==> config.mk <==
export PLATFORM = sky130hd
export DESIGN_NAME = mbx_write_engine
export DESIGN_NICKNAME = d
export VERILOG_FILES = /design/src/rtl/mbx_pkg.sv /design/src/rtl/mbx_datapath.sv /design/src/rtl/mbx_control.sv /design/src/rtl/mbx_write_engine.sv
export SDC_FILE = /design/constraint.sdc
export NUM_CORES = 1
export LEC_CHECK = 0
export CAP_MARGIN = 25
export CORE_ASPECT_RATIO = 0.7
export CORE_MARGIN = 4
export CORE_UTILIZATION = 25
export DETAILED_ROUTE_END_ITERATION = 8
export GPL_TIMING_DRIVEN = 0
export PLACE_DENSITY = 0.63
export SYNTH_ARGS = -nofsm -noshare
export SYNTH_HDL_FRONTEND = slang
export SYNTH_SLANG_ARGS = --single-unit
==> constraint.sdc <==
create_clock -name clk -period 2.6 [get_ports clk]
set_clock_uncertainty 0.2 [all_clocks]
set_input_delay 0.52 -clock clk [delete_from_list [all_inputs] [get_ports clk]]
set_output_delay 0.52 -clock clk [all_outputs]
set_load 0.1 [all_outputs]
==> src/rtl/mbx_pkg.sv <==
package mbx_pkg;

  localparam int CMD_W    = 64;
  localparam int WORD_W   = 32;
  localparam int ADDR_W   = 16;
  localparam int OFS_W    = 12;
  localparam int ID_LSB   = 16;
  localparam int ID_W     = 10;
  localparam int MASK_LSB = 27;
  localparam int BYTES    = WORD_W / 8;
  localparam int DATA_LSB = 32;

  typedef enum logic [2:0] {
    ST_IDLE,
    ST_READ,
    ST_WAIT_READ,
    ST_WRITE,
    ST_RESP
  } mbxState_t;

  typedef enum logic [1:0] {
    KIND_NONE,
    KIND_MAIL,
    KIND_ANY
  } cmdKind_t;

  // strobes from control to datapath
  typedef struct packed {
    logic capture;
    logic mergeRd;
  } dpStrobe_t;

  // decode results from datapath to control
  typedef struct packed {
    cmdKind_t kind;
    logic     coreOk;
    logic     maskZero;
  } dpStatus_t;

endpackage

==> src/rtl/mbx_datapath.sv <==
module mbx_datapath
  import mbx_pkg::*;
#(
  parameter int                NUM_CORES    = 4,
  parameter logic [ADDR_W-1:0] MAILBOX_BASE = 16'h1000,
  parameter logic [OFS_W-1:0]  MAIL_OFS     = 12'h048,
  parameter logic [OFS_W-1:0]  ANY_OFS      = 12'h158,
  localparam int               CORE_W       = (NUM_CORES > 1) ? $clog2(NUM_CORES) : 1
) (
  input  logic              clk,
  input  logic              rstN,
  input  logic [OFS_W-1:0]  cmdAddr,
  input  logic [CMD_W-1:0]  cmdData,
  input  dpStrobe_t         strobe,
  input  logic [WORD_W-1:0] rdData,
  output dpStatus_t         status,
  output logic [CORE_W-1:0] tgtCore,
  output logic [ADDR_W-1:0] tgtAddr,
  output logic [WORD_W-1:0] wrWord
);

  localparam logic [ADDR_W-1:0] MBX_WIN = 16'h0020;

  logic [ID_W-1:0]   idRaw;
  logic [BYTES-1:0]  maskIn;
  logic [WORD_W-1:0] newIn;
  logic [ADDR_W-1:0] addrIn;
  logic [BYTES-1:0]  maskReg;
  logic [WORD_W-1:0] mergedWord;
  logic              unusedCmdBits;

  assign idRaw  = cmdData[ID_LSB +: ID_W];
  assign maskIn = cmdData[MASK_LSB +: BYTES];
  assign newIn  = cmdData[DATA_LSB +: WORD_W];
  assign unusedCmdBits = ^{cmdData[31], cmdData[26]};

  always_comb begin
    if (cmdAddr == MAIL_OFS)     status.kind = KIND_MAIL;
    else if (cmdAddr == ANY_OFS) status.kind = KIND_ANY;
    else                         status.kind = KIND_NONE;
  end

  assign status.coreOk   = 32'(idRaw) < 32'(NUM_CORES);
  assign status.maskZero = (maskIn == '0);

  always_comb begin
    if (status.kind == KIND_MAIL)
      addrIn = MAILBOX_BASE + MBX_WIN + {{(ADDR_W-5){1'b0}}, cmdData[4:2], 2'b00};
    else
      addrIn = cmdData[ADDR_W-1:0];
  end

  // per-byte select between the old word and the new data
  for (genvar b = 0; b < BYTES; b++) begin : g_byte
    assign mergedWord[b*8 +: 8] = maskReg[b] ? rdData[b*8 +: 8] : wrWord[b*8 +: 8];
  end

  always_ff @(posedge clk) begin
    if (!rstN) begin
      tgtCore <= '0;
      tgtAddr <= '0;
      maskReg <= '0;
      wrWord  <= '0;
    end else if (strobe.capture) begin
      tgtCore <= idRaw[CORE_W-1:0];
      tgtAddr <= addrIn;
      maskReg <= maskIn;
      wrWord  <= newIn;
    end else if (strobe.mergeRd) begin
      wrWord  <= mergedWord;
    end
  end

  // a read merge only ever follows a command that had keep bits set
  AST_MERGE_NEEDS_MASK: assert property (@(posedge clk) disable iff (!rstN)
    strobe.mergeRd |-> (maskReg != '0));

endmodule

==> src/rtl/mbx_control.sv <==
module mbx_control
  import mbx_pkg::*;
(
  input  logic      clk,
  input  logic      rstN,
  input  logic      cmdValid,
  input  dpStatus_t status,
  input  logic      rdReady,
  input  logic      rdDataValid,
  input  logic      wrReady,
  output dpStrobe_t strobe,
  output logic      cmdReady,
  output logic      rdValid,
  output logic      wrValid,
  output logic      respValid,
  output logic      respErr
);

  mbxState_t state, stateNext;
  logic      accept;
  logic      errReg;

  assign cmdReady  = (state == ST_IDLE);
  assign accept    = cmdValid && cmdReady;
  assign rdValid   = (state == ST_READ);
  assign wrValid   = (state == ST_WRITE);
  assign respValid = (state == ST_RESP);
  assign respErr   = errReg;

  assign strobe.capture = accept;
  assign strobe.mergeRd = (state == ST_WAIT_READ) && rdDataValid;

  always_comb begin
    stateNext = state;
    unique case (state)
      ST_IDLE: begin
        if (accept && status.kind != KIND_NONE) begin
          if (!status.coreOk)       stateNext = ST_RESP;
          else if (status.maskZero) stateNext = ST_WRITE;
          else                      stateNext = ST_READ;
        end
      end
      ST_READ:      if (rdReady)     stateNext = ST_WAIT_READ;
      ST_WAIT_READ: if (rdDataValid) stateNext = ST_WRITE;
      ST_WRITE:     if (wrReady)     stateNext = ST_RESP;
      ST_RESP:                       stateNext = ST_IDLE;
      default:                       stateNext = ST_IDLE;
    endcase
  end

  always_ff @(posedge clk) begin
    if (!rstN) begin
      state  <= ST_IDLE;
      errReg <= 1'b0;
    end else begin
      state <= stateNext;
      if (accept && status.kind != KIND_NONE) errReg <= !status.coreOk;
    end
  end

  AST_IGNORED_OFFSET: assert property (@(posedge clk) disable iff (!rstN)
    (accept && status.kind == KIND_NONE) |=> (cmdReady && !respValid));
  AST_BAD_CORE_ERR: assert property (@(posedge clk) disable iff (!rstN)
    (accept && status.kind != KIND_NONE && !status.coreOk) |=> (respValid && respErr));
  AST_BUSY_AFTER_ACCEPT: assert property (@(posedge clk) disable iff (!rstN)
    (accept && status.kind != KIND_NONE) |=> !cmdReady);
  AST_ONE_PHASE: assert property (@(posedge clk) disable iff (!rstN)
    $onehot0({rdValid, wrValid, respValid, cmdReady}));
  AST_RD_HOLD: assert property (@(posedge clk) disable iff (!rstN)
    (rdValid && !rdReady) |=> rdValid);
  AST_WR_RESP: assert property (@(posedge clk) disable iff (!rstN)
    (wrValid && wrReady) |=> (respValid && !respErr));
  AST_RESP_SINGLE: assert property (@(posedge clk) disable iff (!rstN)
    respValid |=> !respValid);

endmodule

==> src/rtl/mbx_write_engine.sv <==
module mbx_write_engine
  import mbx_pkg::*;
#(
  parameter int                NUM_CORES    = 4,
  parameter logic [ADDR_W-1:0] MAILBOX_BASE = 16'h1000,
  parameter logic [OFS_W-1:0]  MAIL_OFS     = 12'h048,
  parameter logic [OFS_W-1:0]  ANY_OFS      = 12'h158,
  localparam int               CORE_W       = (NUM_CORES > 1) ? $clog2(NUM_CORES) : 1
) (
  input  logic              clk,
  input  logic              rstN,
  input  logic              cmdValid,
  output logic              cmdReady,
  input  logic [11:0]       cmdAddr,
  input  logic [63:0]       cmdData,
  output logic              rdValid,
  input  logic              rdReady,
  output logic [CORE_W-1:0] rdCore,
  output logic [15:0]       rdAddr,
  input  logic              rdDataValid,
  input  logic [31:0]       rdData,
  output logic              wrValid,
  input  logic              wrReady,
  output logic [CORE_W-1:0] wrCore,
  output logic [15:0]       wrAddr,
  output logic [31:0]       wrData,
  output logic              respValid,
  output logic              respErr
);

  dpStrobe_t         strobe;
  dpStatus_t         status;
  logic [CORE_W-1:0] tgtCore;
  logic [ADDR_W-1:0] tgtAddr;

  mbx_datapath #(
    .NUM_CORES    (NUM_CORES),
    .MAILBOX_BASE (MAILBOX_BASE),
    .MAIL_OFS     (MAIL_OFS),
    .ANY_OFS      (ANY_OFS)
  ) u_datapath (
    .clk     (clk),
    .rstN    (rstN),
    .cmdAddr (cmdAddr),
    .cmdData (cmdData),
    .strobe  (strobe),
    .rdData  (rdData),
    .status  (status),
    .tgtCore (tgtCore),
    .tgtAddr (tgtAddr),
    .wrWord  (wrData)
  );

  mbx_control u_control (
    .clk         (clk),
    .rstN        (rstN),
    .cmdValid    (cmdValid),
    .status      (status),
    .rdReady     (rdReady),
    .rdDataValid (rdDataValid),
    .wrReady     (wrReady),
    .strobe      (strobe),
    .cmdReady    (cmdReady),
    .rdValid     (rdValid),
    .wrValid     (wrValid),
    .respValid   (respValid),
    .respErr     (respErr)
  );

  assign rdCore = tgtCore;
  assign rdAddr = tgtAddr;
  assign wrCore = tgtCore;
  assign wrAddr = tgtAddr;

  AST_RD_STABLE: assert property (@(posedge clk) disable iff (!rstN)
    (rdValid && !rdReady) |=> ($stable(rdAddr) && $stable(rdCore)));
  AST_WR_STABLE: assert property (@(posedge clk) disable iff (!rstN)
    (wrValid && !wrReady) |=> ($stable(wrData) && $stable(wrAddr) && $stable(wrCore)));

endmodule

==> metrics.txt, run 1 <==
crit share post-route 98.65%; max-slew violation count 0; Worst Setup End Kind output pin; Syn Std Cell Area 0.002739 sq mm; worst skew pair latency 320 ps; Post-synth EDFFs 0; post-synthesis compound-gate area fraction 23.07%; Worst Path Max Fanout 3; drt drc 0; Util after Layout 49.11%; status complete, no violations; max_slew headroom 32.86%; startpoint types flop; synthesized net count 439; M2 GR Usage 25.93%; ys async rst share 0%; Yosys cell types 37; Die H 95.57 um; simple-gate portion of the synthesized area 23.16%; row count 31; number of global-route vias before repair 3291; most used routing layer met2; fmax 0.3899 GHz; ys flop type dfxtp_1; Final min period 2565 ps; Area growth syn-to-layout 88.49%; DP HPWL 8457 um; final net count 643; vias per cell 4.636; Hold Crit Class reg2reg; CP arrival 1840 ps; Adder-Cell Fraction of Synth Area 0%; met1 global-route usage 19.82%; GR Util met3 7.964%; Post-Syn Instances 325; worst-case clock buffer depth 2; worst path required time 1880 ps; Avg Inst Size Synth 8.427 sq um; Routed Antenna Nets 0; initial antenna violation count 0; global-route wire length before repair 16390 um; Initial Util 26.06%; VDD IR-drop max 0.0003567 V; WP buf/inv 1; GPL Wtd Cong 0.7870; flops & latches, synth 58; largest family of logic cells by synthesized area simple AND/OR/NAND/NOR gates; post-synth top area cell dfxtp_1; Synth Warn # 0; slowest cell on the critical path clkdlybuf4s50_1; 1st-iter DRT viols 123; share of cells above drive strength 1 12.95%; Least-Margin Pin Slew 1004 ps; # IOs 187; global-route congestion overflow total 0; sequential share of the synthesized area 42.39%; Total Wirelength 10790 um; H-tree depth 3; clk root buf clkbuf_16; synth top area cells dfxtp_1, nand2_1, a311oi_1; post-synth top area share 42.39%; hold buffers post-CTS 0; setup TNS 0 ps; dpl ws -658.8 ps; Die ar. 0.01272 sq mm; P_leak 2.151 nW; largest net degree at the start of global routing 11; Inserted Diodes 0; CTS tree built; chip width 133.1 um; Tot GR Track Use 16.38%; slowest stage delay, CP 1160 ps; Final Hold Viols 0; Inserted Clock Buffers 9; worst-path cell chain clkdlybuf4s50_1; Crit Path Class reg2out; post-synthesis mux area share 1.096%; Routed WL per cell 15.85 um; PortBufs 184; Clock Sinks 58; final setup fails 0; final hold slack 260.0 ps; Power, Total 3.232 mW; via count 3157; Worst path top cell family by delay buffers and inverters; power per cell area 626.1 mW/mm^2; clk slew on worst S/H paths 50 ps; fin worst setup slack 35.09 ps; DRT Pass-1 Iters 4; XOR/XNOR Fraction of Synth Area 0.3198%; core area 0.01051 sq mm; max_cap viols 0
Yosys cell counts, types with 2 or more instances:
cell and n:
a311oi_2 4, clkbuf_1 15, a22o_1 11, nor4b_1 2, o21ai_0 2, nor3_1 2
a311oi_1 28, and3_1 4, nor2_1 41, buf_1 2, buf_2 2, or4_1 3
buf_4 18, a2111oi_4 4, dfxtp_1 58, mux2i_1 3, inv_1 7, nand2_1 84
buf_6 3, a21oi_1 15
through the flow:
| stage | area, sq um | instances |
|---|---|---|
| detailed placement | 4781 | 658 |
| CTS | 5134 | 681 |
| global placement | 4773 | 657 |
| floorplan | 2746 | 325 |
| finish | 5162 | 681 |
| global route | 5162 | 681 |
layer usage:
| metal | routed length (um) | share of wire [%] |
|---|---|---|
| met4 | 131 | 1.2 |
| met3 | 1241 | 11 |
| met1 | 4634 | 43 |
| met5 | 0 | 0 |
| met2 | 4785 | 44 |
report_power, final:
part	switching, mW	internal [mW]	total [mW]
clock network	0.379	0.811	1.19
logic	0.702	0.354	1.06
registers	0.0355	0.949	0.985
area by class of cell:
class / count / area, sq um
clock inverters: 2 / 35.03
repair buffers: 193 / 1902
fillers: 1008 / 5349
multi-input cells: 219 / 1325
well taps: 148 / 185.2
clock buffers: 13 / 270.3
plain buffers: 40 / 254.0
inverters: 8 / 30.03
flip-flops and latches: 58 / 1161
final timing paths:
path	from	to	slack, ps	depth (start not counted)
max	u_datapath.tgtAddr[3]$_SDFFE_PN0N_	rdAddr[3]	40	1
min	u_datapath.maskReg[2]$_SDFFE_PN0N_	u_datapath.maskReg[2]$_SDFFE_PN0N_	260	2
max reg2reg	u_control.state[0]$_SDFFE_PN0P_	u_datapath.wrWord[5]$_SDFFE_PN0P_	180	7
min reg2reg	u_datapath.maskReg[2]$_SDFFE_PN0N_	u_datapath.maskReg[2]$_SDFFE_PN0N_	260	2
state kept, by name, summed over array words and instances (netlist names):
signal,flops
u_datapath.maskReg,4
u_control.state,3
u_datapath.wrWord,32
u_datapath.tgtAddr,16
u_control.respErr,1
u_datapath.tgtCore,2
worst min-delay path, cell delays in order (launching register included):
cell and delay, ps:
dfxtp_1 310, nand2_1 50, a21oi_1 50
cells in the final DEF, fill, tap and decap left out, types with 2 or more instances in the layout:
master | synthesis | layout
a2111oi_4 | 4 | 4
a21oi_1 | 15 | 15
a22o_1 | 11 | 11
a311oi_1 | 28 | 28
a311oi_2 | 4 | 4
and3_1 | 4 | 4
buf_12 | 0 | 2
buf_2 | 2 | 3
buf_4 | 18 | 30
buf_6 | 3 | 2
clkbuf_1 | 15 | 15
clkbuf_16 | 0 | 9
clkbuf_8 | 0 | 3
clkdlybuf4s50_1 | 0 | 154
dfxtp_1 | 58 | 58
dlygate4sd2_1 | 0 | 20
dlymetal6s2s_1 | 0 | 6
inv_1 | 7 | 7
mux2i_1 | 3 | 2
nand2_1 | 84 | 84
nor2_1 | 41 | 40
nor3_1 | 2 | 2
nor4b_1 | 2 | 2
o21ai_0 | 2 | 2
or4_1 | 3 | 3
cell families (layout without fill, tap and decap cells):
kind of cell,count (synthesis),count (layout)
flops,58,58
compound gates,68,68
simple gates,147,147
mux,3,3
xor+xnor,1,1
buf+inv,48,256
what timing repair did:
action	in CTS	in global routing
buffers inserted	8	0
pin swaps	4	0
gates resized for setup	47	10
endpoints found under the setup margin	45	35
Power figures use the tool's default switching activity.
==> run 2: changes to the inputs <==
PLACE_DENSITY = 0.62   (was 0.63)
SYNTH_HIERARCHICAL = 1   (was default)
==> run 2 against run 1 <==
Net effect: count of clock-buffer cells in the layout down 2; sequential cell count stayed put; utilization is 2.3 points lower; combinational power down 4%.
==> metrics.txt, run 2 <==
slowest cell on the critical path clkdlybuf4s50_1; Tot GR Track Use 13.81% (-2.6 points); worst-case clock buffer depth 2 (unchanged); H-tree depth 3 (unchanged); status complete, no violations; GR Util met3 5.765% (-2.2 points); Post-synth EDFFs 0 (unchanged); Largest register FFs 32 (unchanged); slowest stage delay, CP 1150 ps (about the same); power per cell area 601.2 mW/mm^2 (-4.0%); final setup fails 0 (unchanged); CTS tree built; Die H 98.43 um (+3.0%); Clock Sinks 58 (unchanged); Top reg by flops u_datapath/wrWord; hold_sp u_datapath/tgtAddr[13]$_SDFFE_PN0P_; Routed WL per cell 14.90 um (-6.0%); core area 0.01121 sq mm (+6.7%); worst skew pair latency 320 ps (about the same); CP arrival 1830 ps (about the same); chip width 137.2 um (+3.1%); Least-Margin Pin Slew 1030 ps (+25.84 ps); DRT Pass-1 Iters 5 (+1); Yosys cell types 42 (+14%); biggest registers after layout u_datapath/wrWord x32, u_datapath/tgtAddr x16, u_datapath/maskReg x4; clk slew on worst S/H paths 50 ps (about the same); met1 global-route usage 17.77% (-2.0 points); Reg2Reg Depth 10 (+3); most frequent cells in the layout clkdlybuf4s50_1, dfxtp_1, nand2_1, mux2i_1, o211a_1; largest net degree at the start of global routing 11 (unchanged); Critical Path Stages 1 (unchanged); drt drc 0 (unchanged); Avg Inst Size Synth 9.933 sq um (+18%); Hold Crit Class reg2reg; initial antenna violation count 0 (unchanged); Worst Setup End Kind output pin; Inserted Diodes 0 (unchanged); max_slew headroom 31.13% (-1.7 points); most used routing layer met2; Die ar. 0.01350 sq mm (+6.1%); post-synth top area cell dfxtp_1; sequential share of the synthesized area 39.76% (-2.6 points); hold buffers post-CTS 0 (unchanged); # IOs 187 (unchanged); crit share post-route 98.09% (-0.56 points); Util after Layout 46.84% (-2.3 points); max_cap viols 0 (unchanged); 1st-iter DRT viols 80 (-35%); number of global-route vias before repair 2913 (-11%); Crit Path Class reg2out; commonest non-fill, non-tap cell in the layout clkdlybuf4s50_1; Post-Syn Instances 294 (-9.5%); Inserted Clock Buffers 9 (unchanged); ys async rst share 0% (unchanged); end of the critical path rdAddr[1]; top post-synthesis cells by count dfxtp_1, nand2_1, mux2i_1; startpoint types flop; worst-path cell chain clkdlybuf4s50_1; post-synth top area share 39.76% (-2.6 points); Initial Util 26.05% (about the same); P_leak 2.551 nW (+19%); crit path from u_datapath/tgtAddr[1]$_SDFFE_PN0P_; fin worst setup slack 49.66 ps (+14.58 ps); VDD IR-drop max 0.0003120 V (-13%); Worst path top cell family by delay buffers and inverters; global-route congestion overflow total 0 (unchanged); Worst Path Max Fanout 3 (unchanged); fmax 0.3921 GHz (+0.57%); Total Wirelength 9608 um (-11%); Area growth syn-to-layout 79.82%; ys flop type dfxtp_1; PortBufs 184 (unchanged); M2 GR Usage 21.58% (-4.3 points); Final Hold Viols 0 (unchanged); GPL Wtd Cong 0.8177 (+3.9%); via count 2866 (-9.2%); Synth Warn # 6 (+6); DP HPWL 7684 um (-9.1%); Syn Std Cell Area 0.002920 sq mm (+6.6%); synth top area cells dfxtp_1, mux2i_1, o211a_1; most frequent cell after synthesis dfxtp_1; WP buf/inv 1 (unchanged); max-slew violation count 0 (unchanged); Final min period 2550 ps (-14.58 ps); share of cells above drive strength 1 15.45% (+2.5 points); Routed Antenna Nets 0 (unchanged); dpl ws -195.6 ps (+463.2 ps); row count 32 (+3.2%); vias per cell 4.443 (-4.2%); global-route wire length before repair 14770 um (-9.9%); RR Endpoint u_datapath/wrWord[10]$_SDFFE_PN0P_; RSZ-0062 raised after global routing false; flops & latches, synth 58 (unchanged); r2r setup slk 270 ps (+90 ps); clk root buf clkbuf_16; synthesized net count 408 (-7.1%); worst path required time 1880 ps (about the same); final net count 603 (-6.2%); R2R Path Start u_control/state[2]$_SDFFE_PN0P_
==> run 2: cell types whose count changed after synthesis, moves of 12 or more <==
cell,delta
mux2i_1,+40
o211a_1,+32
a21oi_1,-14
a311oi_1,-26
nand2_1,-38
nor2_1,-36
nand3_1,+12
==> run 2: power by group <==
part,switching [mW],internal (mW)
Sequential,0.0348,0.949
Clock,0.372,0.777
Combinational,0.669,0.355
Total,1.08,2.08
==> run 2: layout make-up <==
type / count / area, sq um
fillers: 1049 / 5959
repair buffers: 184 / 1832
multi-input cells: 193 / 1458
flip-flops and latches: 58 / 1161
plain buffers: 40 / 300.3
clock buffers: 11 / 252.7
well taps: 153 / 191.4
clock inverters: 3 / 40.04
inverters: 3 / 16.27
==> run 2: cells by family after synthesis <==
| group | after synthesis | share of synthesized area [%] |
|---|---|---|
| flops | 58 | 39.76 |
| simple gates | 91 | 16.02 |
| compound gates | 59 | 18.64 |
| buf+inv | 43 | 10.84 |
| mux | 43 | 14.74 |
==> run 2: how the worst min path moves through the flow <==
stage                                          endpoint  cells after the start
floorplan            u_datapath/maskReg[0]$_SDFFE_PN0P_                      2
global placement     u_datapath/tgtAddr[9]$_SDFFE_PN0P_                      2
detailed placement   u_datapath/tgtAddr[8]$_SDFFE_PN0P_                      2
CTS                  u_datapath/tgtAddr[8]$_SDFFE_PN0P_                      2
global route        u_datapath/tgtAddr[11]$_SDFFE_PN0P_                      2
finish              u_datapath/tgtAddr[13]$_SDFFE_PN0P_                      2
==> run 2: layer usage <==
layer / vias to the layer above / share of wire (%) / routed length (um)
met1: 1309 / 44 / 4262
li1: 1424 / - / -
met3: 7 / 10 / 985
met5: - / 0 / 0
met2: 126 / 45 / 4300
met4: 0 / 0.62 / 60
==> run 2: per-stage QoR <==
stage | cells | area, sq um | power [mW] | setup TNS [ps] | hold WS (ps)
2_1_floorplan | 294 | 2930 | 1.688 | -4.970 | 283.4
3_3_place_gp | 631 | 4964 | 2.035 | -403.5 | 263.0
3_5_place_dp | 631 | 4964 | 2.042 | -625.7 | 271.8
4_1_cts | 645 | 5238 | 3.203 | 0 | 278.7
5_1_grt | 645 | 5251 | 3.284 | 0 | 306.0
6_report | 645 | 5251 | 3.157 | 0 | 276.8
==> run 2: what timing repair did <==
item                                    in CTS  in global routing
pin swaps                                    0                  0
buffers inserted                             0                  0
gates resized for setup                     31                  9
endpoints found under the setup margin      23                  9
cloned                                       0                  0
==> run 3: changes to the inputs <==
SLEW_MARGIN = 30   (was default)
clock period = 2.5 ns   (was 2.6 ns; I/O delays follow)
==> run 3 against run 2 <==
Net effect: first-iteration DRC count fell by 7.5%; count of clock-buffer cells in the layout is the same; combinational power about the same; register-to-register slack worse by 100 ps; largest cell class unchanged; highest routed layer unchanged.
==> metrics.txt, run 3 (same netlist as run 2, synthesis figures left out) <==
status complete, no violations; global-route wire length before repair 14750 um (about the same); final net count 603 (unchanged); biggest registers after layout u_datapath/wrWord x32, u_datapath/tgtAddr x16, u_datapath/maskReg x4; Routed WL per cell 14.87 um (-0.18%); startpoint types flop; core area 0.01121 sq mm (unchanged); global-route congestion overflow total 0 (unchanged); DP HPWL 7684 um (unchanged); max-slew violation count 0 (unchanged); number of fill cells 1081 (+3.1%); Inserted Diodes 0 (unchanged); vias per cell 4.445 (about the same); Largest register FFs 32 (unchanged); Crit Path Class reg2out; Tot GR Track Use 13.80% (about the same); dpl cells 631 (unchanged); hold buffers post-CTS 0 (unchanged); fmax 0.4163 GHz; largest net degree at the start of global routing 11 (unchanged); Initial Util 26.05% (unchanged); commonest non-fill, non-tap cell in the layout clkdlybuf4s50_1; GPL Wtd Cong 0.8177 (unchanged); Worst Setup End Kind output pin; Final min period 2402 ps; final hold slack 274.3 ps (-2.520 ps); CP arrival 1700 ps (-130 ps); Setup Fix Bufs, Post-CTS 0 (unchanged); Least-Margin Pin Slew 1016 ps (-13.83 ps); worst-case clock buffer depth 2 (unchanged); Area growth syn-to-layout 77.46%; fin area 0.005182 sq mm (-1.3%); placed cell areas 0.004964 sq mm (unchanged); worst skew pair latency 320 ps (about the same); Worst Path Max Fanout 10 (+7); RSZ-0062 raised after global routing false; row count 32 (unchanged); # IOs 187 (unchanged); Inserted Clock Buffers 9 (unchanged); number of global-route vias before repair 2912 (-0.034%); H-tree depth 3 (unchanged); CTS tree built; DRT Pass-1 Iters 5 (unchanged); Top reg by flops u_datapath/wrWord; chip width 137.2 um (unchanged); r2r setup slk 170 ps (-100 ps); drt drc 0 (unchanged); P_leak 2.672 nW (+4.7%); max_slew headroom 32.53% (+1.4 points); clk slew on worst S/H paths 50 ps (about the same); initial antenna violation count 0 (unchanged); max_cap viols 0 (unchanged); clk root buf clkbuf_16; Die ar. 0.01350 sq mm (unchanged); via count 2867 (+0.035%); Post-Layout Cell Count 645 (unchanged); Util after Layout 46.23% (-0.61 points); Hold Crit Class reg2reg; final setup fails 0 (unchanged); 1st-iter DRT viols 74 (-7.5%); share of cells above drive strength 1 15.45% (unchanged); crit share post-route 96.08%; Total Wirelength 9591 um (-0.18%); most frequent cells in the layout clkdlybuf4s50_1, dlygate4sd2_1, dfxtp_1, nand2_1, mux2i_1; Die H 98.43 um (unchanged); VDD IR-drop max 0.0003245 V (+4.0%); PortBufs 184 (unchanged); Final Hold Viols 0 (unchanged); Clock Sinks 58 (unchanged); Power, Total 3.248 mW (+2.9%); worst path required time 1800 ps (-80 ps); Routed Antenna Nets 0 (unchanged); power per cell area 626.8 mW/mm^2 (+4.2%)
run 3: changes by cell type in the layout (fill, tap and decap cells not counted):
cell	before	now
dlygate4sd2_1	19	65
buf_2	9	10
clkdlybuf4s15_2	3	2
dlymetal6s2s_1	6	4
clkdlybuf4s50_1	155	111
run 3: area by class of cell:
cell class	instances	area, sq um	share of cell area (%)
well taps	153	191.4	3.694
clock inverters	3	40.04	0.7726
inverters	3	16.27	0.3139
repair buffers	184	1763	34.02
flip-flops and latches	58	1161	22.40
plain buffers	40	300.3	5.794
multi-input cells	193	1458	28.13
clock buffers	11	252.7	4.877
run 3: power by group:
part / switching, mW / internal, mW
sequential: 0.0343 / 0.987
combinational: 0.696 / 0.334
clock: 0.389 / 0.808
run 3: metrics by stage:
step | setup TNS [ps] | setup slack [ps]
6_report | 0 | 98.10
2_1_floorplan | -84.97 | -84.97
4_1_cts | 0 | 1.255
5_1_grt | 0 | 1.611
3_3_place_gp | -1448 | -231.8
3_5_place_dp | -1964 | -275.6
run 3: worst max-delay path, cell delays in order (launching register included):
cell	delay [ps]
dfxtp_1	310
clkbuf_1	230
nor3b_2	260
clkdlybuf4s15_2	580
run 3: final timing paths:
check,startpoint,end,cells after the start
worst max-delay path,u_control/state[1]$_SDFFE_PN0P_,respValid,3
worst min-delay path,u_datapath/tgtAddr[13]$_SDFFE_PN0P_,u_datapath/tgtAddr[13]$_SDFFE_PN0P_,2
worst max register to register,u_control/state[2]$_SDFFE_PN0P_,u_datapath/wrWord[10]$_SDFFE_PN0P_,10
worst min register to register,u_datapath/tgtAddr[13]$_SDFFE_PN0P_,u_datapath/tgtAddr[13]$_SDFFE_PN0P_,2
run 3: what timing repair did:
item | 4_1_cts | 5_1_grt
gates resized for setup | 79 | 7
endpoints found under the setup margin | 69 | 19
cloned | 0 | 0
endpoints found under the hold margin | 0 | 0
run 3: layer usage:
| layer | part of all wire, % | GRT usage (%) | up-vias |
|---|---|---|---|
| met5 | 0 | 0 | - |
| met4 | 0.63 | 3.221 | 0 |
| met3 | 10 | 5.765 | 7 |
| met2 | 45 | 21.58 | 129 |
| met1 | 45 | 17.74 | 1305 |
| li1 | - | - | 1426 |
